==> src/rtl/fsd_pkg.sv <==
package fsd_pkg;
  typedef enum logic [1:0] {
    ST_SEARCH  = 2'd0,
    ST_CONFIRM = 2'd1,
    ST_LOCKED  = 2'd2
  } fsd_state_e;
endpackage

==> src/rtl/fsd_sync_match.sv <==
module fsd_sync_match #(
  parameter int SYNC_ONES  = 11,
  parameter int SYNC_ZEROS = 11
) (
  input  logic clk_i,
  input  logic rst_ni,
  input  logic bit_i,
  input  logic bit_vld_i,
  output logic hit_o
);
  localparam int PW = SYNC_ONES + SYNC_ZEROS;
  localparam int HW = PW - 1;
  localparam logic [PW-1:0] PAT = {{SYNC_ONES{1'b1}}, {SYNC_ZEROS{1'b0}}};

  logic [HW-1:0] hist_q;
  logic [PW-1:0] win;

  assign win   = {hist_q, bit_i};
  assign hit_o = bit_vld_i && (win == PAT);

  always_ff @(posedge clk_i or negedge rst_ni) begin
    if (!rst_ni)        hist_q <= '0;
    else if (bit_vld_i) hist_q <= win[HW-1:0];
  end
endmodule

==> src/rtl/fsd_bit_ctr.sv <==
module fsd_bit_ctr #(
  parameter int FRAME_BITS = 588,
  localparam int CNT_W = $clog2(FRAME_BITS + 1)
) (
  input  logic             clk_i,
  input  logic             rst_ni,
  input  logic             step_i,
  input  logic             clr_i,
  output logic [CNT_W-1:0] cnt_o,
  output logic             on_exp_o,
  output logic             on_early_o
);
  logic [CNT_W-1:0] cnt_q, cnt_inc;

  assign cnt_inc    = cnt_q + CNT_W'(1);
  assign on_exp_o   = (cnt_inc == CNT_W'(FRAME_BITS));
  assign on_early_o = (cnt_inc == CNT_W'(FRAME_BITS - 1));
  assign cnt_o      = cnt_q;

  always_ff @(posedge clk_i or negedge rst_ni) begin
    if (!rst_ni)     cnt_q <= '0;
    else if (step_i) cnt_q <= clr_i ? '0 : cnt_inc;
  end
endmodule

==> src/rtl/fsd_lock_ctrl.sv <==
module fsd_lock_ctrl
  import fsd_pkg::*;
#(
  parameter int FRAME_BITS = 588,
  parameter int MISS_LIMIT = 8,
  localparam int CNT_W  = $clog2(FRAME_BITS + 1),
  localparam int MISS_W = $clog2(MISS_LIMIT + 1)
) (
  input  logic             clk_i,
  input  logic             rst_ni,
  input  logic             vld_i,
  input  logic             hit_i,
  input  logic             on_exp_i,
  input  logic             on_early_i,
  input  logic [CNT_W-1:0] cnt_i,
  output logic             clr_o,
  output logic             frame_start_o,
  output logic             locked_o,
  output logic             sync_match_o
);
  fsd_state_e        st_q, st_n;
  logic [MISS_W-1:0] miss_q, miss_n, miss_inc;
  logic              late_q, late_n;
  logic              fs_q, fs_n, mt_q, mt_n;

  assign miss_inc = miss_q + MISS_W'(1);

  always_comb begin
    st_n   = st_q;
    miss_n = miss_q;
    late_n = late_q;
    fs_n   = 1'b0;
    mt_n   = 1'b0;
    clr_o  = 1'b0;
    if (vld_i) begin
      unique case (st_q)
        ST_SEARCH: begin
          clr_o = 1'b1;
          if (hit_i) st_n = ST_CONFIRM;
        end
        ST_CONFIRM: begin
          if (hit_i) begin
            clr_o = 1'b1;
            if (on_exp_i) begin
              st_n   = ST_LOCKED;
              fs_n   = 1'b1;
              mt_n   = 1'b1;
              miss_n = '0;
              late_n = 1'b0;
            end
          end else if (on_exp_i) begin
            st_n = ST_SEARCH;
          end
        end
        ST_LOCKED: begin
          if (late_q) begin
            // bit after an inserted frame start: last chance for a late sync
            late_n = 1'b0;
            if (hit_i) begin
              clr_o  = 1'b1;
              miss_n = '0;
            end else if (miss_inc == MISS_W'(MISS_LIMIT)) begin
              st_n   = ST_SEARCH;
              miss_n = '0;
            end else begin
              miss_n = miss_inc;
            end
          end else if (hit_i && on_early_i) begin
            fs_n   = 1'b1;
            clr_o  = 1'b1;
            miss_n = '0;
          end else if (hit_i && on_exp_i) begin
            fs_n   = 1'b1;
            mt_n   = 1'b1;
            clr_o  = 1'b1;
            miss_n = '0;
          end else if (on_exp_i) begin
            fs_n   = 1'b1;
            clr_o  = 1'b1;
            late_n = 1'b1;
          end
        end
        default: st_n = ST_SEARCH;
      endcase
    end
  end

  always_ff @(posedge clk_i or negedge rst_ni) begin
    if (!rst_ni) begin
      st_q   <= ST_SEARCH;
      miss_q <= '0;
      late_q <= 1'b0;
      fs_q   <= 1'b0;
      mt_q   <= 1'b0;
    end else begin
      st_q   <= st_n;
      miss_q <= miss_n;
      late_q <= late_n;
      fs_q   <= fs_n;
      mt_q   <= mt_n;
    end
  end

  assign frame_start_o = fs_q;
  assign sync_match_o  = mt_q;
  assign locked_o      = (st_q == ST_LOCKED);


  pulse_single_chk: assert property (@(posedge clk_i) disable iff (!rst_ni)
    fs_q |=> !fs_q);

  pulse_strobed_chk: assert property (@(posedge clk_i) disable iff (!rst_ni)
    fs_q |-> $past(vld_i));

  lock_rise_chk: assert property (@(posedge clk_i) disable iff (!rst_ni)
    $rose(locked_o) |-> fs_q && mt_q);

  match_locked_chk: assert property (@(posedge clk_i) disable iff (!rst_ni)
    mt_q |-> locked_o && fs_q);

  miss_bound_chk: assert property (@(posedge clk_i) disable iff (!rst_ni)
    miss_q < MISS_W'(MISS_LIMIT));

  cnt_bound_chk: assert property (@(posedge clk_i) disable iff (!rst_ni)
    (st_q != ST_SEARCH) |-> (cnt_i < CNT_W'(FRAME_BITS)));

  late_locked_chk: assert property (@(posedge clk_i) disable iff (!rst_ni)
    late_q |-> locked_o);
endmodule

==> src/rtl/fsd_frame_sync.sv <==
module fsd_frame_sync #(
  parameter int FRAME_BITS = 588,
  parameter int SYNC_ONES  = 11,
  parameter int SYNC_ZEROS = 11,
  parameter int MISS_LIMIT = 8
) (
  input  logic clk_i,
  input  logic rst_ni,
  input  logic bit_i,
  input  logic bit_vld_i,
  output logic frame_start_o,
  output logic locked_o,
  output logic sync_match_o
);
  localparam int CNT_W = $clog2(FRAME_BITS + 1);

  logic             hit, clr, on_exp, on_early;
  logic [CNT_W-1:0] cnt;

  fsd_sync_match #(
    .SYNC_ONES (SYNC_ONES),
    .SYNC_ZEROS(SYNC_ZEROS)
  ) u_match (
    .clk_i    (clk_i),
    .rst_ni   (rst_ni),
    .bit_i    (bit_i),
    .bit_vld_i(bit_vld_i),
    .hit_o    (hit)
  );

  fsd_bit_ctr #(
    .FRAME_BITS(FRAME_BITS)
  ) u_ctr (
    .clk_i     (clk_i),
    .rst_ni    (rst_ni),
    .step_i    (bit_vld_i),
    .clr_i     (clr),
    .cnt_o     (cnt),
    .on_exp_o  (on_exp),
    .on_early_o(on_early)
  );

  fsd_lock_ctrl #(
    .FRAME_BITS(FRAME_BITS),
    .MISS_LIMIT(MISS_LIMIT)
  ) u_ctrl (
    .clk_i        (clk_i),
    .rst_ni       (rst_ni),
    .vld_i        (bit_vld_i),
    .hit_i        (hit),
    .on_exp_i     (on_exp),
    .on_early_i   (on_early),
    .cnt_i        (cnt),
    .clr_o        (clr),
    .frame_start_o(frame_start_o),
    .locked_o     (locked_o),
    .sync_match_o (sync_match_o)
  );
endmodule

==> config.mk <==
export PLATFORM = sky130hd
export DESIGN_NAME = fsd_frame_sync
export DESIGN_NICKNAME = d
export VERILOG_FILES = /design/src/rtl/fsd_pkg.sv /design/src/rtl/fsd_sync_match.sv /design/src/rtl/fsd_bit_ctr.sv /design/src/rtl/fsd_lock_ctrl.sv /design/src/rtl/fsd_frame_sync.sv
export SDC_FILE = /design/constraint.sdc
export NUM_CORES = 1
export LEC_CHECK = 0
export ABC_AREA = 1
export BUFFER_PORTS_ARGS = -buffer_cell sky130_fd_sc_hd__buf_2
export CAP_MARGIN = 20
export CORE_MARGIN = 2
export CORE_UTILIZATION = 60
export DETAILED_ROUTE_END_ITERATION = 8
export PLACE_DENSITY_LB_ADDON = 0.3
export SKIP_CTS_REPAIR_TIMING = 1
export SLEW_MARGIN = 10
export SYNTH_ARGS = -nofsm -noshare
export SYNTH_HDL_FRONTEND = slang
export SYNTH_SLANG_ARGS = --single-unit
==> constraint.sdc <==
create_clock -name clk_i -period 6.14 [get_ports clk_i]
set_clock_uncertainty 0.2 [all_clocks]
set_input_delay 0.614 -clock clk_i [delete_from_list [all_inputs] [get_ports clk_i]]
set_output_delay 0.614 -clock clk_i [all_outputs]
set_load 0.1 [all_outputs]
==> results.toml <==
[synthesis]
synth_flop_cell = "dfrtp_1"
synth_top_area_frac = 0.447
synth_area_um2 = 2240
synth_nets = 309
synthTopCellsByCount = "nand2_1 (86), dfrtp_1 (40), nor2_1 (39), inv_1 (33), o21ai_0 (21)"
synth.ff_latch_count = 40
syn_inst = 297
synth_top_area_cell = "dfrtp_1"
synthArstFlopShare = 1.00
ys_seq_area_frac = 0.447
ys_types = 25
synth_edf_count = 0
synthesis.area_per_instance_um2 = 7.54
yosysWarnings = 0
synth.area.top_cells = "dfrtp_1 (45%), nand2_1 (14%), nor2_1 (6.5%)"
post-synth-top-count-cell = "nand2_1"

[die]
dieArea_um2 = 4240
num_rows = 22
die_h_um = 65.1
start_util = 0.616
io_pins = 7
core_um2 = 3630
die_width_um = 65.1

[worst_setup_path]
cp-start-kind = "primary input"
cp_cell_sequence = "buf_2, clkinv_1, nor2_1, nand3_1, nor2_1, nand4_1, nor2_1, nand2_1, o21ai_1"
crit_path_end = "u_ctrl.frame_start_o"
crit_top_cell = "nor2_1"
critPathLaunch = "bit_vld_i"
cpMaxStageDelayCell = "clkinv_1"
critical_path.max_stage_delay_ns = 0.81
critPathMaxFanout = 34
end_kind = "register"
required_ns = 6.15
r2r-start = "u_ctr.cnt_o[1]"
r2r_slack_ns = 3.87
rr_worst_depth = 14
worst_ep_arrival_time_ns = 2.79
critical_path_class = "in -> reg"
r2r_end = "u_ctr.cnt_o[0]"

[placement]
hpwl_mm = 2.91
io_buffers = 6
place.gp.congestion = 0.805
dp.cells = 345
placed_cell_area_um2 = 2310

[final_layout]
antenna_cells = 0
final_cells = 353
nNetsFinal = 316
area_delta_synth_final_pct = 7.04
drive_above_1_share = 0.0918
post-route-cell-area_um2 = 2400

[power]
seqPwrFrac = 0.459
power_switching_mw = 0.325
swShare = 0.393
intPower_mw = 0.501
p_leak_nw = 1.13
power_frac_clock = 0.208
pwr-share-comb = 0.333
vdd_ir_drop_max_mv = 0.188
power_density_nw_per_um2 = 345

[drt]
wirelength_mm = 4.03
wl_met1_mm = 1.95
met3_length_um = 106
avgRoutedWirePerCell_um = 11.4
drtAntennaViolNets = 0
highest_layer = "met4"
drc = 0
firstDrtPassIters = 4
vias_per_cell = 5.21
met2WireLength_mm = 1.94
first_iter_violations = 107
num_vias = 1839

[sta]
slew_headroom = 0.416
slew_viol_final = 0
fin_tns_setup_ns = 0
fmaxAchievable_ghz = 0.359
fin_crit_ns = 2.78
rsz0062_at_grt = "no"
fin_crit_sh = 0.453
setup_viol = 0
finalHoldViolations = 0
max_slew.worst_pin.slew_ns = 0.876

[global_route]
grt_max_degree = 41
grt_pass1_wl_mm = 7.32
grt_overflow = 0
antenna_found_initial = 0
grt_use_total = 0.222
grt_pass1_vias = 1732

[clocking]
clkLatencyLatePin_ns = 0.28
htreeDepth = 2
cts_tree = "built"
clock-sinks = 40
clk_pin_slew_ns = 0.07
cts_buffer_depth = 2
cts_buffers = 5
cts-root-buf = "clkbuf_8"

[job]
cap_violations = 0

[min_path]
hold_class = "in -> async"

[status]
status = "finished clean"
critical path, delay by kind of cell:
family                 cells  cell delay [ns]
AO/OA/AOI/OAI              1             0.12
AND/OR/NAND/NOR            6             0.86
buffers and inverters      2             1.19
layer usage:
metal | track usage | vias up
met5 | 0 | -
met2 | 0.384 | 24
met1 | 0.286 | 855
met3 | 0.0469 | 2
li1 | - | 958
met4 | 0.0547 | 0
metrics by stage:
stage / worst slack [ns] / power (mW) / util / hold WS (ns)
final: 3.36 / 0.826 / 0.659 / 0.251
after global routing: 3.09 / 0.896 / 0.659 / 0.324
after CTS: 3.37 / 0.832 / 0.659 / 0.278
after detailed placement: 3.11 / 0.659 / 0.635 / 0.278
after global placement: 3.20 / 0.650 / 0.635 / 0.275
after floorplan: 3.71 / 0.599 / - / 0.118
worst min path at each step:
stage and end:
6_report u_ctr.cnt_o[6], 5_1_grt u_match.hist_q[10], 4_1_cts u_ctr.cnt_o[6], 3_5_place_dp u_match.hist_q[10]
3_3_place_gp u_match.hist_q[10], 2_1_floorplan u_ctr.cnt_o[0]
placed cells by master, fill, tap and decap left out, drive strengths merged:
master,instances
o21bai,1
nor2,43
nor3,6
clkinv,1
ha,8
clkbuf,8
a21oi,9
nand3b,2
nand4,9
dfrtp,40
buf,6
nand3,19
inv,34
o21ai,27
nand2,90
xnor2,2
state kept, by name (all words and copies together) (netlist names):
register	cells
u_ctrl.miss_q	4
u_match.hist_q	21
u_ctr.cnt_o	10
u_ctrl.sync_match_o	1
u_ctrl.st_q	2
u_ctrl.frame_start_o	1
u_ctrl.late_q	1
power groups by stage:
stage,logic [mW],clock network [mW],registers [mW]
after floorplan,0.231,0,0.368
after global placement,0.270,0,0.380
after detailed placement,0.276,0,0.382
after CTS,0.277,0.178,0.378
after global routing,0.319,0.189,0.388
final,0.275,0.172,0.379
layout make-up:
| type | count | area (um^2) |
|---|---|---|
| Clock buffer | 8 | 90.1 |
| Fill cell | 335 | 1240 |
| Inverter | 35 | 131 |
| Tap cell | 48 | 60.1 |
| Multi-Input combinational cell | 216 | 1080 |
| Sequential cell | 40 | 1000 |
| Timing Repair Buffer | 6 | 30.0 |
logic make-up (layout without fill, tap and decap cells):
logic type                 count (synthesis)  after routing  share of synthesized area
and+or+nand+nor                          169            169                      0.341
buffers and inverters                     41             49                     0.0688
DFF                                       40             40                      0.447
AOI/OAI and AO/OA                         37             37                     0.0906
adders and majority gates                  8              8                     0.0447
xor gates and xnor gates                   2              2                    0.00783
Note: power is estimated with default switching activity, not from simulation.
